--- src/rtl/irq_vector_pkg.sv ---
package irq_vector_pkg;

  typedef struct packed {
    logic captureLevel;
    logic captureVector;
    logic flagSpurious;
  } vih_strobe_t;

  typedef enum logic [1:0] {
    ST_IDLE    = 2'd0,
    ST_ADDR    = 2'd1,
    ST_STROBE  = 2'd2,
    ST_RELEASE = 2'd3
  } vih_state_t;

endpackage

--- src/rtl/irq_vector_datapath.sv ---
module irq_vector_datapath
  import irq_vector_pkg::*;
#(
  parameter int LEVELS      = 7,
  parameter int VEC_W       = 8,
  parameter int SYNC_STAGES = 2,
  localparam int LVL_W      = $clog2(LEVELS + 1)
) (
  input  logic               clk,
  input  logic               rst_n,
  input  logic [LEVELS-1:0]  irqReqN,
  input  logic [LEVELS-1:0]  levelEnable,
  input  vih_strobe_t        strobes,
  input  logic [VEC_W-1:0]   busData,
  output logic               cpuIrqPending,
  output logic [LVL_W-1:0]   cpuIrqLevel,
  output logic [VEC_W-1:0]   cpuVector,
  output logic               cpuDone,
  output logic               cpuSpurious,
  output logic [LVL_W-1:0]   busAddr
);

  // synchronizer chain, inactive (high) at reset
  logic [LEVELS-1:0] syncStage [SYNC_STAGES];

  genvar s;
  generate
    for (s = 0; s < SYNC_STAGES; s++) begin : g_sync
      always_ff @(posedge clk or negedge rst_n) begin
        if (!rst_n) begin
          syncStage[s] <= '1;
        end else if (s == 0) begin
          syncStage[s] <= irqReqN;
        end else begin
          syncStage[s] <= syncStage[(s > 0) ? s - 1 : 0];
        end
      end
    end
  endgenerate

  logic [LEVELS-1:0] reqActive;
  logic [LEVELS-1:0] reqMasked;
  logic [LVL_W-1:0]  bestLevel;

  assign reqActive = ~syncStage[SYNC_STAGES-1];
  assign reqMasked = reqActive & levelEnable;

  // ascending scan so the highest set bit wins
  always_comb begin
    bestLevel = '0;
    for (int i = 0; i < LEVELS; i++) begin
      if (reqMasked[i]) bestLevel = LVL_W'(i + 1);
    end
  end

  assign cpuIrqLevel   = bestLevel;
  assign cpuIrqPending = |reqMasked;

  logic [LVL_W-1:0] takenLevel;

  always_ff @(posedge clk or negedge rst_n) begin
    if (!rst_n) begin
      takenLevel  <= '0;
      cpuVector   <= '0;
      cpuDone     <= 1'b0;
      cpuSpurious <= 1'b0;
    end else begin
      cpuDone <= strobes.captureVector | strobes.flagSpurious;
      if (strobes.captureLevel) takenLevel <= bestLevel;
      if (strobes.captureVector) begin
        cpuVector   <= busData;
        cpuSpurious <= 1'b0;
      end else if (strobes.flagSpurious) begin
        cpuVector   <= '0;
        cpuSpurious <= 1'b1;
      end
    end
  end

  assign busAddr = takenLevel;

  logic [LEVELS:0] enableExt;
  assign enableExt = {levelEnable, 1'b0};

  a_r6_done_single: assert property (@(posedge clk) disable iff (!rst_n)
    cpuDone |=> !cpuDone);

  a_r3_only_enabled: assert property (@(posedge clk) disable iff (!rst_n)
    cpuIrqPending |-> enableExt[cpuIrqLevel]);

  a_r7_spurious_zero_vec: assert property (@(posedge clk) disable iff (!rst_n)
    (cpuDone && cpuSpurious) |-> (cpuVector == '0));

endmodule

--- src/rtl/irq_vector_ctrl.sv ---
module irq_vector_ctrl
  import irq_vector_pkg::*;
(
  input  logic        clk,
  input  logic        rst_n,
  input  logic        cpuAck,
  input  logic        cpuIrqPending,
  input  logic        busDtackN,
  input  logic        busBerrN,
  output vih_strobe_t strobes,
  output logic        busAckN,
  output logic        busAsN,
  output logic        busDsN
);

  vih_state_t state, stateNext;
  logic answerSeen;

  assign answerSeen = !busDtackN || !busBerrN;

  always_comb begin
    stateNext = state;
    strobes   = '0;
    unique case (state)
      ST_IDLE: begin
        if (cpuAck && cpuIrqPending) begin
          strobes.captureLevel = 1'b1;
          stateNext = ST_ADDR;
        end
      end
      ST_ADDR: stateNext = ST_STROBE;
      ST_STROBE: begin
        if (!busDtackN) begin
          strobes.captureVector = 1'b1;
          stateNext = ST_RELEASE;
        end else if (!busBerrN) begin
          strobes.flagSpurious = 1'b1;
          stateNext = ST_RELEASE;
        end
      end
      ST_RELEASE: begin
        if (!answerSeen) stateNext = ST_IDLE;
      end
      default: stateNext = ST_IDLE;
    endcase
  end

  always_ff @(posedge clk or negedge rst_n) begin
    if (!rst_n) state <= ST_IDLE;
    else        state <= stateNext;
  end

  assign busAckN = (state == ST_IDLE);
  assign busAsN  = !((state == ST_ADDR) || (state == ST_STROBE));
  assign busDsN  = (state != ST_STROBE);

  a_r8_release_waits: assert property (@(posedge clk) disable iff (!rst_n)
    ((state == ST_RELEASE) && answerSeen) |=> (state == ST_RELEASE));

endmodule

--- src/rtl/irq_vector_handler.sv ---
module irq_vector_handler
  import irq_vector_pkg::*;
#(
  parameter int LEVELS      = 7,
  parameter int VEC_W       = 8,
  parameter int SYNC_STAGES = 2,
  localparam int LVL_W      = $clog2(LEVELS + 1)
) (
  input  logic              clk,
  input  logic              rst_n,
  input  logic [LEVELS-1:0] irqReqN,
  input  logic [LEVELS-1:0] levelEnable,
  input  logic              cpuAck,
  output logic              cpuIrqPending,
  output logic [LVL_W-1:0]  cpuIrqLevel,
  output logic [VEC_W-1:0]  cpuVector,
  output logic              cpuDone,
  output logic              cpuSpurious,
  output logic              busAckN,
  output logic              busAsN,
  output logic              busDsN,
  output logic [LVL_W-1:0]  busAddr,
  input  logic [VEC_W-1:0]  busData,
  input  logic              busDtackN,
  input  logic              busBerrN
);

  vih_strobe_t strobes;

  irq_vector_ctrl ctrl_i (
    .clk          (clk),
    .rst_n        (rst_n),
    .cpuAck       (cpuAck),
    .cpuIrqPending(cpuIrqPending),
    .busDtackN    (busDtackN),
    .busBerrN     (busBerrN),
    .strobes      (strobes),
    .busAckN      (busAckN),
    .busAsN       (busAsN),
    .busDsN       (busDsN)
  );

  irq_vector_datapath #(
    .LEVELS     (LEVELS),
    .VEC_W      (VEC_W),
    .SYNC_STAGES(SYNC_STAGES)
  ) datapath_i (
    .clk          (clk),
    .rst_n        (rst_n),
    .irqReqN      (irqReqN),
    .levelEnable  (levelEnable),
    .strobes      (strobes),
    .busData      (busData),
    .cpuIrqPending(cpuIrqPending),
    .cpuIrqLevel  (cpuIrqLevel),
    .cpuVector    (cpuVector),
    .cpuDone      (cpuDone),
    .cpuSpurious  (cpuSpurious),
    .busAddr      (busAddr)
  );

  a_r6_done_after_answer: assert property (@(posedge clk) disable iff (!rst_n)
    cpuDone |-> $past(!busDsN && (!busDtackN || !busBerrN)));

  a_r9_cycle_needs_pending: assert property (@(posedge clk) disable iff (!rst_n)
    $fell(busAckN) |-> $past(cpuAck && cpuIrqPending));

  a_r10_addr_held: assert property (@(posedge clk) disable iff (!rst_n)
    (!busAckN && $past(!busAckN)) |-> $stable(busAddr));

endmodule

--- config.mk ---
export PLATFORM = sky130hd
export DESIGN_NAME = irq_vector_handler
export DESIGN_NICKNAME = d
export VERILOG_FILES = /design/src/rtl/irq_vector_pkg.sv /design/src/rtl/irq_vector_datapath.sv /design/src/rtl/irq_vector_ctrl.sv /design/src/rtl/irq_vector_handler.sv
export SDC_FILE = /design/constraint.sdc
export NUM_CORES = 1
export LEC_CHECK = 0
export BUFFER_PORTS_ARGS = -buffer_cell sky130_fd_sc_hd__buf_2
export CORE_UTILIZATION = 38
export CTS_CLUSTER_SIZE = 14
export DETAILED_ROUTE_END_ITERATION = 10
export GPL_TIMING_DRIVEN = 0
export HOLD_SLACK_MARGIN = 0.02
export PLACE_DENSITY = 0.66
export SYNTH_ARGS = -nofsm -noshare
export SYNTH_HDL_FRONTEND = slang
export SYNTH_SLANG_ARGS = --single-unit
--- constraint.sdc ---
create_clock -name clk -period 2.11 [get_ports clk]
set_input_delay 0.211 -clock clk [delete_from_list [all_inputs] [get_ports clk]]
set_output_delay 0.211 -clock clk [all_outputs]
set_load 0.02 [all_outputs]
==> run summary <==
Synth-to-layout area growth: 35.4%
Crit path DAT: 1550 ps
Syn_nets: 111
Cells after synthesis: 81
PortBufs: 46
Cts bufs inserted: 5
CP max stage cell: dfstp_2
Synth top area share: 33.2%
Global Route Usage Sum: 15.6%
TritonCTS clock tree: yes
Worst vdd rail ir drop: 0.848 mV
Post-synthesis simple-gate area fraction: 12.1%
Core outline area: 0.00278 mm^2
Post-route setup TNS: 0 ps
Final setup fails: 0
Gp weighted congestion: 0.691
Iteration-0 DRC Markers: 21
Unrepaired setup endpoints after global routing: false
First-pass GRT wire length: 3.68 mm
Critical path cell sequence: nor2b_4 > nor4_4 > nand2_1 > buf_2
#FFs+latches synth: 29
Clock period minus worst slack: 1760 ps
DR vias/cell: 4.79
Final std cells w/o fill: 174
CP Capture Type: output pin
Largest family of logic cells by synthesized area: compound AO/OA/AOI/OAI gates
Final Cycle Share: 83.6%
Die width: 56.5 um
CP max stage delay: 560 ps
Height of the die: 56.5 um
# H-tree levels: 2
Synth Area in Adders: 3.32%
Maxcap violations: 0
Ys Warns: 0
Routed wire length: 2.17 mm
N_diodes: 0
Worst EP required: 1900 ps
Yosys cell types: 22
Largest net degree at the start of global routing: 30
Hpwl dp: 1.66 mm
Fmax: 567 MHz
Clk_skew: 4.26 ps
Fin. Hold Viols: 0
Clock Tree Buf Depth: 2
Starting Density: 40.6%
P per Cell Area: 1220 mW/mm^2
Top cells by area, synth: dfrtp_1, dfstp_2, a22o_1
Setup Fix Bufs, Post-CTS: 0
Detailed-route via count: 834
Synthesized area: 0.00113 mm^2
Max_slew headroom: 60.1%
Slew Limit Fails: 0
Synth area leader: dfrtp_1
Syn_area_per_cell: 13.9 um^2
Mux share of post-synthesis cell area: 3.88%
Initial antenna violation count: 0
Via count of the first global-routing pass: 903
Share of cells above drive strength 1: 50.3%
Num ports: 47
Startpoint Class: flop
DR pass1 iterations: 2
GRT overflow: 0
Root Driver: clkbuf_4
# fillers: 249
Die ar.: 0.00320 mm^2
Leak Pwr: 0.759 nW
Maximum fanout along the worst path: 4
Cell count after placement: 158
WS Path Type: flop to output pin
Post-DRT Antenna Nets: 0
Clock Pin Slew Worst Setup and Hold Paths: 90 ps
Sink Count: 29
Worst Max-Slew Pin Slew: 599 ps
HP Class: input port to flop
Worst skew pair latency: 320 ps
Final net count: 172
Seq/Total Area, Yosys: 65.8%
Synth Area in Compound Gates: 12.6%
Status: finished clean
Post-route DRC: 0
Rows: 19
Synth Area in XOR/XNOR: 0%
Routed WL per cell: 12.5 um
cells in the final DEF (no fill, tap or decap), drive strengths merged:
master | Yosys | routed
dfrtp | 15 | 15
nor4 | 1 | 1
ha | 3 | 3
o32a | 1 | 1
mux2 | 3 | 3
a311o | 1 | 1
o31ai | 2 | 2
dfstp | 14 | 14
a21oi | 4 | 4
inv | 7 | 7
a22o | 8 | 8
nor2 | 4 | 4
a21boi | 1 | 1
clkinv | 0 | 2
buf | 0 | 46
a31oi | 1 | 1
nor2b | 8 | 8
clkbuf | 0 | 6
or2b | 1 | 1
mux2i | 1 | 1
dlygate4sd3 | 0 | 8
nand2 | 4 | 4
nand2b | 1 | 1
nor3 | 1 | 1
registers in the layout (all words and copies together) (netlist names):
register	flops
datapath_i.syncStage	14
datapath_i.cpuSpurious	1
ctrl_i.state	2
datapath_i.busAddr	3
datapath_i.cpuVector	8
datapath_i.cpuDone	1
power by group:
part           switching [W]  leakage [nW]  internal [W]
registers          0.0000734         0.332      0.000712
clock network       0.000179        0.0320      0.000127
logic               0.000461         0.395      0.000311
final timing paths:
kind	slack (ps)	end	from	cells past startpoint
min	110	datapath_i.cpuVector[7]$_DFFE_PN0P_	busData[7]	2
max	350	cpuIrqPending	datapath_i.syncStage[5]$_DFF_PN1_	4
max reg2reg	420	ctrl_i.state[1]$_DFFE_PN0P_	ctrl_i.state[0]$_DFFE_PN0P_	6
min in group asynchronous	430	datapath_i.cpuVector[7]$_DFFE_PN0P_	rst_n	2
max in group asynchronous	1290	ctrl_i.state[0]$_DFFE_PN0P_	rst_n	2
min reg2reg	350	datapath_i.syncStage[6]$_DFF_PN1_	datapath_i.syncStage[13]$_DFF_PN1_	0
synth_stat cells:
master,count
a22o_1,8
or2b_2,1
a31oi_1,1
nor2b_4,2
a21oi_2,1
a21oi_1,3
o31ai_1,2
dfstp_2,14
a311o_1,1
nor4_4,1
mux2_1,3
nor2b_1,6
nor3_1,1
inv_1,7
dfrtp_1,15
nor2_1,4
a21boi_0,1
ha_1,3
o32a_1,1
mux2i_1,1
nand2_1,4
nand2b_1,1
metrics by stage:
stage	hold WS (ps)	setup slack [ps]	total power (W)	instance area, um^2	util, %
2_1_floorplan	-84.6	476	0.00129	1130	-
3_3_place_gp	250	489	0.00153	1400	50.3
3_5_place_dp	258	411	0.00157	1400	50.3
4_1_cts	97.9	310	0.00189	1530	55.0
5_1_grt	86.4	220	0.00198	1530	55.0
6_report	111	347	0.00186	1530	55.0
critical path, delay by kind of cell, from the launching register on:
family        cells  cell delay (ps)
buf+inv           1              170
simple gates      3              500
flops             1              560
final cells by class:
type                       instances  area, um^2  share of cell area, %
sequential                        29         743                   48.6
timing repair buffer              54         310                   20.3
clock buffer                       6        41.3                   2.70
clock inverter                     2        10.0                  0.654
tap                               31        38.8                   2.53
inverter                           7        26.3                   1.72
multi-input combinational         45         360                   23.5
layer usage:
layer  global-route usage [%]  part of all wire, %  vias up
met5                        0                    0        -
met4                     6.27                  1.8        0
met3                     7.83                  7.0        5
met2                     28.9                   55       21
met1                     14.2                   36      408
li1                         -                    -      400
cells by family after synthesis:
group / count (synthesis)
muxes: 4
DFF: 29
and+or+nand+nor: 20
buffers and inverters: 7
adders and majority gates: 3
AOI/OAI and AO/OA: 18
what timing repair did:
item	in CTS	in global routing
endpoints found under the setup margin	0	0
resized for setup	0	0
hold buffers	8	0
hold endpoints to repair	22	0
(Power assumes the default switching activity.)
